$ cat src/rtl/fu_pkg.sv
package fu_pkg;

    typedef enum logic [1:0] {
        LG_AND = 2'b00,
        LG_OR  = 2'b01,
        LG_XOR = 2'b10,
        LG_INV = 2'b11
    } logic_op_e;

    typedef enum logic [1:0] {
        SH_PASS  = 2'b00,
        SH_RIGHT = 2'b01,
        SH_LEFT  = 2'b10,
        SH_NONE  = 2'b11
    } shift_op_e;

    typedef enum logic [1:0] {
        YS_ZERO = 2'b00,
        YS_B    = 2'b01,
        YS_BINV = 2'b10,
        YS_ONES = 2'b11
    } ysel_e;

endpackage

$ cat src/rtl/fu_arith.sv
module fu_arith
    import fu_pkg::*;
#(
    parameter int WIDTH = 16
) (
    input  logic [WIDTH-1:0] a_i,
    input  logic [WIDTH-1:0] b_i,
    input  logic [1:0]       ysel_i,
    input  logic             cin_i,
    output logic [WIDTH-1:0] g_o,
    output logic             cout_o,
    output logic             ovf_o
);
    localparam int MSB = WIDTH - 1;

    logic [WIDTH-1:0] y_op;
    logic [WIDTH:0]   sum_w;

    always_comb begin
        unique case (ysel_e'(ysel_i))
            YS_ZERO: y_op = '0;
            YS_B:    y_op = b_i;
            YS_BINV: y_op = ~b_i;
            YS_ONES: y_op = '1;
            default: y_op = '0;
        endcase
        sum_w  = {1'b0, a_i} + {1'b0, y_op} + {{WIDTH{1'b0}}, cin_i};
        g_o    = sum_w[MSB:0];
        cout_o = sum_w[WIDTH];
        ovf_o  = (a_i[MSB] == y_op[MSB]) && (sum_w[MSB] != a_i[MSB]);

        if (ysel_i == 2'b00 && !cin_i) begin
            AST_ZERO_Y_IDENT: assert (g_o == a_i && !cout_o && !ovf_o);
        end
        if (ysel_i == 2'b11 && cin_i) begin
            AST_ONES_Y_IDENT: assert (g_o == a_i && cout_o);
        end
    end
endmodule

$ cat src/rtl/fu_logic.sv
module fu_logic
    import fu_pkg::*;
#(
    parameter int WIDTH = 16
) (
    input  logic [WIDTH-1:0] a_i,
    input  logic [WIDTH-1:0] b_i,
    input  logic [1:0]       op_i,
    output logic [WIDTH-1:0] res_o
);
    always_comb begin
        unique case (logic_op_e'(op_i))
            LG_AND:  res_o = a_i & b_i;
            LG_OR:   res_o = a_i | b_i;
            LG_XOR:  res_o = a_i ^ b_i;
            LG_INV:  res_o = ~a_i;
            default: res_o = '0;
        endcase

        if (op_i == 2'b11) begin
            AST_INVERT_COMPLEMENT: assert ((res_o ^ a_i) == {WIDTH{1'b1}});
        end
    end
endmodule

$ cat src/rtl/fu_shift.sv
module fu_shift
    import fu_pkg::*;
#(
    parameter int WIDTH = 16
) (
    input  logic [WIDTH-1:0] b_i,
    input  logic [1:0]       op_i,
    output logic [WIDTH-1:0] res_o
);
    localparam int MSB = WIDTH - 1;
    localparam logic FILL = 1'b0;

    always_comb begin
        unique case (shift_op_e'(op_i))
            SH_PASS:  res_o = b_i;
            SH_RIGHT: res_o = {FILL, b_i[MSB:1]};
            SH_LEFT:  res_o = {b_i[MSB-1:0], FILL};
            SH_NONE:  res_o = '0;
            default:  res_o = '0;
        endcase

        if (op_i == 2'b01) begin
            AST_FILL_RIGHT: assert (res_o[MSB] == 1'b0);
        end
        if (op_i == 2'b10) begin
            AST_FILL_LEFT: assert (res_o[0] == 1'b0);
        end
    end
endmodule

$ cat src/rtl/alu_shift_unit.sv
module alu_shift_unit
    import fu_pkg::*;
#(
    parameter int WIDTH = 16
) (
    input  logic [3:0]       fs_i,
    input  logic [WIDTH-1:0] a_i,
    input  logic [WIDTH-1:0] b_i,
    output logic [WIDTH-1:0] f_o,
    output logic             c_o,
    output logic             v_o,
    output logic             n_o,
    output logic             z_o
);
    localparam int MSB = WIDTH - 1;

    logic [WIDTH-1:0] arith_g;
    logic             arith_c;
    logic             arith_v;
    logic [WIDTH-1:0] logic_g;
    logic [WIDTH-1:0] shift_h;
    logic             sel_logic;
    logic             sel_shift;
    logic [WIDTH-1:0] g_mux;

    fu_arith #(.WIDTH(WIDTH)) u_arith (
        .a_i    (a_i),
        .b_i    (b_i),
        .ysel_i (fs_i[2:1]),
        .cin_i  (fs_i[0]),
        .g_o    (arith_g),
        .cout_o (arith_c),
        .ovf_o  (arith_v)
    );

    fu_logic #(.WIDTH(WIDTH)) u_logic (
        .a_i   (a_i),
        .b_i   (b_i),
        .op_i  (fs_i[1:0]),
        .res_o (logic_g)
    );

    fu_shift #(.WIDTH(WIDTH)) u_shift (
        .b_i   (b_i),
        .op_i  (fs_i[1:0]),
        .res_o (shift_h)
    );

    always_comb begin
        sel_logic = fs_i[3];
        sel_shift = fs_i[3] & fs_i[2];
        g_mux     = sel_logic ? logic_g : arith_g;
        f_o       = sel_shift ? shift_h : g_mux;
        c_o       = sel_logic ? 1'b0 : arith_c;
        v_o       = sel_logic ? 1'b0 : arith_v;
        n_o       = f_o[MSB];
        z_o       = (f_o == '0);

        if (fs_i == 4'b1111) begin
            AST_UNUSED_ZERO: assert (f_o == '0 && z_o && !n_o);
        end
    end
endmodule

$ cat config.mk
export PLATFORM = sky130hd
export DESIGN_NAME = alu_shift_unit
export DESIGN_NICKNAME = d
export VERILOG_FILES = /design/src/rtl/fu_pkg.sv /design/src/rtl/fu_arith.sv /design/src/rtl/fu_logic.sv /design/src/rtl/fu_shift.sv /design/src/rtl/alu_shift_unit.sv
export SDC_FILE = /design/constraint.sdc
export NUM_CORES = 1
export LEC_CHECK = 0
export ABC_AREA = 1
export BUFFER_PORTS_ARGS = -buffer_cell sky130_fd_sc_hd__buf_4
export CORE_UTILIZATION = 53
export DETAILED_ROUTE_END_ITERATION = 10
export PLACE_DENSITY_LB_ADDON = 0.3
export RECOVER_POWER = 25
export SYNTH_ARGS = -nofsm -noshare
export SYNTH_HDL_FRONTEND = slang
export SYNTH_SLANG_ARGS = --single-unit
$ cat constraint.sdc
create_clock -name vclk -period 2.55
set_input_delay 0.3825 -clock vclk [all_inputs]
set_output_delay 0.3825 -clock vclk [all_outputs]
set_load 0.05 [all_outputs]
==> results of run 1 <==
[cell families after synthesis]
kind of cell               synth area share
and+or+nand+nor                       0.413
buffers and inverters                 0.159
AOI/OAI and AO/OA                     0.194
adders and majority gates             0.234
[synth_stat cells, drive strengths merged]
library cell  number
a21boi             1
a21oi             27
a221oi             1
a22oi              1
and2               1
buf                9
clkbuf             7
clkinv             1
fa                 2
ha                47
inv               92
nand2            178
nand3             38
nand3b             1
nand4              6
nor2              50
o2111ai            8
o211ai             2
o21ai             44
o221a              1
o221ai             1
o22ai              6
or2                2
[stage by stage]
step | setup WS (ps) | setup TNS [ps]
after CTS | -315 | -2020
after global placement | -448 | -3630
after floorplan | -281 | -281
after detailed placement | -505 | -4690
[timing repair]
action,4_1_cts
gates resized for setup,118
gates cloned,0
pin swaps,47
setup buffers,15
setup endpoints to repair,18
hold buffers,0
[routing by layer]
| metal | track usage | overflow |
|---|---|---|
| met1 | 0.725 | 0 |
| met2 | 0.903 | 1 |
| met3 | 0.591 | 0 |
| met4 | 0.725 | 0 |
| met5 | 0.394 | 0 |
==> results.md, run 1 <==
- Area leader, netlist: nand2_1
- Cells after Synth: 526
- Sequential fraction of the synthesis area: 0
- Synth cell types: 27
- Synthesized cell area: 2690 um2
- Grt ovf: 1
- DPL Wire Length: 8.50 mm
- Stopped at: global routing (5_1_grt)
- RePlAce Congestion: 0.992
- Avg Cell Area, Syn: 5.11 um2
- GRT Util Overall: 0.738
- Share of the synthesized area in the top cell type: 0.249
- Status: aborted with a tool error
- Synthesized Nets: 611
- Area after DPL: 3990 um2
- Inst Count DP: 726
- Error: [ERROR GRT-0116] Global routing finished with congestion. Check the congestion regions in the DRC Viewer.
- IO Port Bufs: 56
- Die Ht: 73.2 um
- Cell Rows: 25
- Vias in the first global route: 5626
- First-pass GRT wire length: 29.3 mm
- Initial core utilization: 0.562
- Largest net degree at the start of global routing: 17
- Synth warn: 0
- Largest cells by area after synthesis: nand2_1 25%, ha_1 22%, inv_1 13%, o21ai_0 8.2%, nand3_1 7.1%
- Die width: 73.2 um
- Top-Level Pins: 56
==> run 2: changes to the inputs <==
--- a/config.mk
+++ b/config.mk
@@ -7,9 +7,9 @@
 export LEC_CHECK = 0
 export ABC_AREA = 1
 export BUFFER_PORTS_ARGS = -buffer_cell sky130_fd_sc_hd__buf_4
-export CORE_UTILIZATION = 53
+export CORE_UTILIZATION = 40
 export DETAILED_ROUTE_END_ITERATION = 10
-export PLACE_DENSITY_LB_ADDON = 0.3
+export PLACE_DENSITY_LB_ADDON = 0.15
 export RECOVER_POWER = 25
 export SYNTH_ARGS = -nofsm -noshare
 export SYNTH_HDL_FRONTEND = slang
==> constraint.sdc (replaced) <==
create_clock -name vclk -period 3.3
set_input_delay 0.495 -clock vclk [all_inputs]
set_output_delay 0.495 -clock vclk [all_outputs]
set_load 0.05 [all_outputs]
==> results.md, run 2 <==
- Reg area: 0 um2
- Power Total: 0.867 mW
- Crit path max-delay cell type: ha_1
- End of the critical path: z_o
- Drt wl/cell: 13.8 um
- IO Port Bufs: 56 (unchanged)
- Routed WL: 9.84 mm
- Shortest period the worst path allows: 3190 ps
- Top-count cell post-synth: nand2_1
- Post-CTS Hold Buffers: 0 (unchanged)
- Clkbuf count: 0
- Setup ws final: 112 ps
- Core Area: 6420 um2
- Share of the synthesized area in the top cell type: 0.249 (unchanged)
- Worst Hold Class: in -> out
- Pre-CTS setup slack: -63.9 ps (+441 ps)
- Seq Cell Count: 0
- First-pass GRT wire length: 15.9 mm
- Post-synth top cells: 178 x nand2_1, 91 x inv_1, 50 x nor2_1
- Crit path required time: 2800 ps
- Maximum vdd drop: 0.0000934 V
- CP Cell Sequence: buf_4, inv_2, buf_12, o21ai_1, ha_1, buf_4, nand2_1, buf_4, nor2_4, nand3_2, nand3_1, nand2_1, nand3_2, nand2_1, nand2_2, nand2_1, nor2_1, nand2_1, nor2_4, buf_8
- Synth warn: 0 (unchanged)
- Achievable frequency: 0.314 GHz
- Initial antenna violation count: 0
- Die width: 84.0 um (+15%)
- Failing checks: design-rule violations
- Top-Level Pins: 56 (unchanged)
- Die Ht: 84.0 um (+15%)
- Fin. Hold Viols: 0
- Largest net degree at the start of global routing: 22
- Area leader, netlist: nand2_1
- CP Capture Type: output pin
- RePlAce Congestion: 0.918 (-7.5%)
- Cells after Synth: 526 (unchanged)
- Worst slew pin tran: 472 ps
- # DRC: 10
- Initial core utilization: 0.418 (-0.143)
- Synth cell types: 27 (unchanged)
- WP data arrival: 2690 ps
- Detail Route Antenna Nets: 0
- Max-Cap Viols: 0
- Pleak: 2.25 nW
- WS Path Type: in -> out
- Sequential fraction of the synthesis area: 0 (unchanged)
- DPL Wire Length: 7.90 mm (-7.1%)
- Status: finished with violations
- Via-per-instance ratio: 5.33
- GRT Util Overall: 0.274
- RSZ-0062 raised after global routing: yes
- Grt ovf: 0
- Synthesized cell area: 2690 um2 (unchanged)
- CP most frequent cell: nand2_1
- Post-layout util: 0.603
- Area Overhead vs Synth: 44.2%
- Share of post-route cells with drive strength above 1: 0.283
- Vias: 3797
- Initial DRC count: 380
- ANT cells: 0
- Fillers: 666
- Pwr per Cell Area: 224 nW/um2
- Most frequent cells in the layout: 168 x nand2_1, 122 x buf_4, 89 x inv_1
- Setup TNS: 0 ps
- Commonest non-fill, non-tap cell in the layout: nand2_1
- Synthesized Nets: 611 (unchanged)
- Design area: 3870 um2
- Total die area: 7050 um2
- Pre-antenna DRT Iters: 8
- Vias in the first global route: 3428
- Period utilization: 0.966
- Cell Rows: 29 (+16%)
- Startpoint Class: input port
- Area after DPL: 3630 um2 (-9.1%)
- # setup viols final: 0
- Avg Cell Area, Syn: 5.11 um2 (unchanged)
- Area of the multi-input gates: 2440 um2
- Worst Setup SP: fs_i[2]
- Max-slew violation count: 0
- Max-slew headroom: 0.685
- Final nets: 723
- Largest cells by area after synthesis: nand2_1 25%, ha_1 22%, inv_1 13%, o21ai_0 8.2%, nand3_1 7.1%
- Max FO, Critical Path: 12
- CP max stage delay: 360 ps
run 2: logic make-up after synthesis:
family,synth area share
buffers and inverters,0.159
AOI/OAI and AO/OA,0.194
adders and majority gates,0.234
and+or+nand+nor,0.413
run 2: cell type report:
cell class / instances / share of cell area
tap: 77 / 0.0249
timing repair buffer: 126 / 0.253
multi-input combinational: 417 / 0.631
inverter: 93 / 0.0907
run 2: per-layer routing:
layer | vias to the layer above | GRT usage | part of all wire
met2 | 165 | 0.461 | 0.45
met3 | 20 | 0.0396 | 0.089
met5 | - | 0 | 0
met1 | 1700 | 0.371 | 0.44
li1 | 1912 | - | -
met4 | 0 | 0.0517 | 0.016
run 2: worst min-delay path by stage:
stage	startpoint	end	cells after the start
after global routing	fs_i[3]	c_o	3
after CTS	a_i[15]	v_o	4
after detailed placement	fs_i[3]	c_o	3
after floorplan	a_i[15]	v_o	2
final	a_i[15]	v_o	4
after global placement	a_i[15]	v_o	4
run 2: where the power goes:
group          internal, mW  switching [mW]  total, mW
Sequential                0               0          0
Clock                     0               0          0
Combinational         0.350           0.517      0.867
run 2: critical path: cells and delay by family:
family | cells | cell delay [ps]
AOI/OAI and AO/OA | 1 | 70
adders and majority gates | 1 | 360
buffers and inverters | 6 | 780
and+or+nand+nor | 12 | 1000
run 2: repair_timing:
| action | 4_1_cts | 5_1_grt |
|---|---|---|
| pin swaps | 1 | 27 |
| gates resized for setup | 8 | 59 |
| hold endpoints to repair | 0 | 0 |
| setup endpoints to repair | 1 | 9 |
| buffers inserted | 0 | 8 |
run 2: per-stage QoR:
stage	hold WS, ps	instances
floorplan	1250	526
global placement	1450	705
detailed placement	1470	705
CTS	1470	705
global route	1490	713
finish	1460	713
Note: power is estimated with default switching activity, not from simulation.
